===== config.mk =====
export PLATFORM = sky130hd
export DESIGN_NAME = lutram_dp
export DESIGN_NICKNAME = d
export VERILOG_FILES = /design/src/rtl/lutram_pkg.sv /design/src/rtl/lutram_cell.sv /design/src/rtl/lutram_slice.sv /design/src/rtl/lutram_dp.sv
export SDC_FILE = /design/constraint.sdc
export NUM_CORES = 1
export LEC_CHECK = 0
export BUFFER_PORTS_ARGS = -buffer_cell sky130_fd_sc_hd__clkbuf_2
export CORE_UTILIZATION = 57
export DETAILED_ROUTE_END_ITERATION = 10
export PLACE_DENSITY_LB_ADDON = 0.25
export REMOVE_ABC_BUFFERS = 1
export SLEW_MARGIN = 15
export SYNTH_ARGS = -nofsm -noshare
export SYNTH_HDL_FRONTEND = slang
export SYNTH_SLANG_ARGS = --single-unit
export TNS_END_PERCENT = 30

===== constraint.sdc =====
create_clock -name clk -period 1.8 [get_ports clk]
set_clock_uncertainty 0.15 [all_clocks]
set_input_delay 0 -clock clk [delete_from_list [all_inputs] [get_ports clk]]
set_output_delay 0 -clock clk [all_outputs]
set_load 0.01 [all_outputs]

===== src/rtl/lutram_pkg.sv =====
package lutram_pkg;

  typedef enum logic {
    MODE_SP = 1'b0,
    MODE_DP = 1'b1
  } mode_e;

  localparam int unsigned LUT_INPUTS      = 4;
  localparam int unsigned CELLS_PER_SLICE = 2;

endpackage


===== src/rtl/lutram_cell.sv =====
module lutram_cell #(
  parameter int unsigned AW = lutram_pkg::LUT_INPUTS
) (
  input  logic          clk,
  input  logic          we,
  input  logic [AW-1:0] waddr,
  input  logic          wbit,
  input  logic [AW-1:0] raddr,
  output logic          rbit
);

  localparam int unsigned DEPTH = 1 << AW;

  logic [DEPTH-1:0] store;

  always_ff @(posedge clk) begin
    if (we) begin
      store[waddr] <= wbit;
    end
  end

  assign rbit = store[raddr];

endmodule


===== src/rtl/lutram_slice.sv =====
module lutram_slice #(
  parameter int unsigned AW = lutram_pkg::LUT_INPUTS,
  parameter int unsigned W  = lutram_pkg::CELLS_PER_SLICE
) (
  input  logic          clk,
  input  logic          we,
  input  logic [AW-1:0] waddr,
  input  logic [W-1:0]  wdata,
  input  logic [AW-1:0] raddr,
  output logic [W-1:0]  rdata
);

  for (genvar b = 0; b < W; b++) begin : g_bit
    lutram_cell #(.AW(AW)) i_cell (
      .clk   (clk),
      .we    (we),
      .waddr (waddr),
      .wbit  (wdata[b]),
      .raddr (raddr),
      .rbit  (rdata[b])
    );
  end

endmodule


===== src/rtl/lutram_dp.sv =====
module lutram_dp #(
  parameter int unsigned      AW   = lutram_pkg::LUT_INPUTS,
  parameter int unsigned      W    = lutram_pkg::CELLS_PER_SLICE,
  parameter lutram_pkg::mode_e MODE = lutram_pkg::MODE_DP
) (
  input  logic          clk,
  input  logic          rst,
  input  logic          we,
  input  logic [AW-1:0] waddr,
  input  logic [W-1:0]  wdata,
  output logic [W-1:0]  rw_rdata,
  input  logic [AW-1:0] ro_addr,
  output logic [W-1:0]  ro_rdata
);

  logic wr_go;
  assign wr_go = we & ~rst;

  // Primary copy: write port and read-write read share one address.
  lutram_slice #(.AW(AW), .W(W)) i_rw_slice (
    .clk   (clk),
    .we    (wr_go),
    .waddr (waddr),
    .wdata (wdata),
    .raddr (waddr),
    .rdata (rw_rdata)
  );

  if (MODE == lutram_pkg::MODE_DP) begin : g_dual
    // Mirror copy: same write stream, separate read address.
    lutram_slice #(.AW(AW), .W(W)) i_ro_slice (
      .clk   (clk),
      .we    (wr_go),
      .waddr (waddr),
      .wdata (wdata),
      .raddr (ro_addr),
      .rdata (ro_rdata)
    );
  end else begin : g_single
    logic unused_ro_addr;
    assign unused_ro_addr = ^ro_addr;
    assign ro_rdata       = '0;
  end

endmodule


==> qor.yml <==
cap_violations: 0
start_util_pct: 59.8
proportion_of_layout_cells_with_a_drive_suffix_above_1_pct: 33.9
layout.cells.most_common_list: "sky130_fd_sc_hd__edfxtp_1, sky130_fd_sc_hd__mux4_2, sky130_fd_sc_hd__clkbuf_2, sky130_fd_sc_hd__nor2_1, sky130_fd_sc_hd__nand3_1"
netlist_cell_types: 17
post-place-ws_ps: 273
tritoncts_clock_tree: "yes"
leakagePower_nw: 0.573
grt_pass1_vias: 1039
area.growth.synth_to_final_pct: 7.73
tritoncts_num_sinks: 32
routedWlPerCell_um: 19.3
die-width_um: 55.5
first_pass_iteration_count_of_the_detailed_router: 4
cp.buffers_inverters: 1
path_clk_slew_ps: 80
io-pin-count: 17
min_path_type: "input port to flop"
final_net_count: 133
minimum_clock_period_after_layout_ps: 1760
final.period_utilization_pct: 98.0
timing.critical_path.slowest_cell_delay_ps: 490
placement.cell_area_um2: 1680
fp-row-count: 19
layout.cells.most_common: "sky130_fd_sc_hd__edfxtp_1"
hold_viol_final: 0
timing.critical_path.slowest_stage_cell: "sky130_fd_sc_hd__mux4_2"
grt_setup_unrepaired: "yes"
synth_seq_area_share_pct: 58.8
criticalPathCategory: "flop to primary output"
floorplan.core_area_um2: 2730
whs_ps: 36.0
finalNonFillerCells: 149
max_clock_freq_mhz: 567
ctsHtreeMaxLevel: 2
detailedPlacementHpwl_mm: 2.10
critical_path_arrival_ps: 1610
finalWirelength_mm: 2.88
overall_track_demand_over_capacity_in_global_routing_pct: 22.2
clockBufferDepth: 2
final_area_um2: 1760
via_count: 968
timing.critical_path.to_type: "primary output"
yosys_warnings: 0
power.density_cell_area_nw_per_um2: 746
critical_path.max_fanout: 2
antenna_cells_inserted: 0
antenna_found_initial: 0
run_status: "complete, no violations"
worst_setup_path_start_kind: "flop"
gate_count_post_synth: 104
timing_max_transition_violations_final: 0
cp_cell_sequence: "mux4_2 -> a22oi_1 -> nand3_1 -> clkbuf_2"
cts_buffers: 5
power.ir.vdd_worst_mv: 0.528
globalplace.congestion: 0.836
tightestPinTransition_ps: 354
chip_height_um: 55.5
post_synth.cell_area_avg_um2: 15.7
dp_cells: 141
crit_required_ps: 1650
timing.final.ws_setup_ps: 36.9
clock_tree.root_cell: "sky130_fd_sc_hd__clkbuf_4"
timing.slew.headroom_pct: 76.4
timing.final.setup_violations: 0
synth-seq-cells: 32
routed_via_density: 6.50
die-area_um2: 3080
crit_family: "multiplexers"
grt_max_degree: 17
drt.antenna.violating_nets: 0
post_synth_instance_area_um2: 1630
globalRouteOverflowTotal: 0
drt_iter0_markers: 51
post-route-drc-count: 0
grt_first_pass_wirelength_mm: 4.84
io_buffer_count: 16
## per-stage QoR
step	total power, W	TNS [ps]	util, %
floorplan	0.000923	0	-
global placement	0.000991	0	61.6
detailed placement	0.000993	0	61.6
CTS	0.00132	0	63.8
global route	0.00137	-97.5	64.4
finish	0.00131	0	64.4
## final timing paths
path | startpoint | endpoint | slack (ps) | cells after the start
worst max-delay path | g_dual.i_ro_slice.g_bit[0].i_cell.store[3] | ro_rdata[0] | 40 | 4
worst min-delay path | waddr[2] | g_dual.i_ro_slice.g_bit[0].i_cell.store[2] | 40 | 2
## synthesized netlist by cell type
cell | instances | area (um^2)
sky130_fd_sc_hd__nor2_1 | 14 | 52.6
sky130_fd_sc_hd__buf_6 | 2 | 22.5
sky130_fd_sc_hd__mux4_2 | 14 | 315
sky130_fd_sc_hd__nand3_1 | 8 | 40.0
sky130_fd_sc_hd__mux4_1 | 2 | 52.6
sky130_fd_sc_hd__buf_2 | 1 | 5.00
sky130_fd_sc_hd__a22oi_1 | 4 | 30.0
sky130_fd_sc_hd__buf_4 | 4 | 30.0
sky130_fd_sc_hd__nor3_1 | 4 | 20.0
sky130_fd_sc_hd__nor3b_1 | 1 | 7.51
sky130_fd_sc_hd__edfxtp_1 | 32 | 961
sky130_fd_sc_hd__nor2b_1 | 4 | 25.0
sky130_fd_sc_hd__clkbuf_1 | 3 | 11.3
sky130_fd_sc_hd__nand2_1 | 6 | 22.5
sky130_fd_sc_hd__nand4b_1 | 1 | 8.76
sky130_fd_sc_hd__nand4bb_1 | 1 | 11.3
sky130_fd_sc_hd__nand2b_1 | 3 | 18.8
## timing repair
action / CTS / global route
hold buffers: 2 / 0
buffers inserted: 0 / 1
resized for setup: 2 / 3
endpoints found under the hold margin: 32 / 0
endpoints found under the setup margin: 1 / 4
pin swaps: 0 / 3
## final cells by class
type                    count  area, um^2
repair buffers             19         108
flip-flops and latches     32         961
multi-input cells          62         616
clock buffers               5        37.5
well taps                  31        38.8
fillers                   207         973
## cell families after synthesis
family,Yosys count,synth area share (%)
multiplexers,16,22.5
flip-flops,32,58.8
buffers and inverters,10,4.21
AND/OR/NAND/NOR,42,12.6
AO/OA/AOI/OAI,4,1.84
## registers in the layout, summed over array words and instances, names as in the netlist
name                                  count
g_dual.i_ro_slice.g_bit.i_cell.store     31
i_rw_slice.g_bit.i_cell.store             1
## routing by layer
| layer | track usage [%] | vias up | routed length (um) |
|---|---|---|---|
| li1 | - | 439 | - |
| met1 | 29.0 | 470 | 1200 |
| met2 | 32.7 | 46 | 1370 |
| met3 | 7.96 | 13 | 221 |
| met4 | 12.1 | 0 | 89 |
| met5 | 0 | - | 0 |
## report_power, final
| part | internal [W] | switching (W) | leakage (nW) |
|---|---|---|---|
| combinational | 0.0000712 | 0.0000815 | 0.262 |
| clock | 0.000130 | 0.000198 | 0.0230 |
| sequential | 0.000828 | 0.00000361 | 0.288 |
No activity file was read; power rests on OpenSTA's default activity.
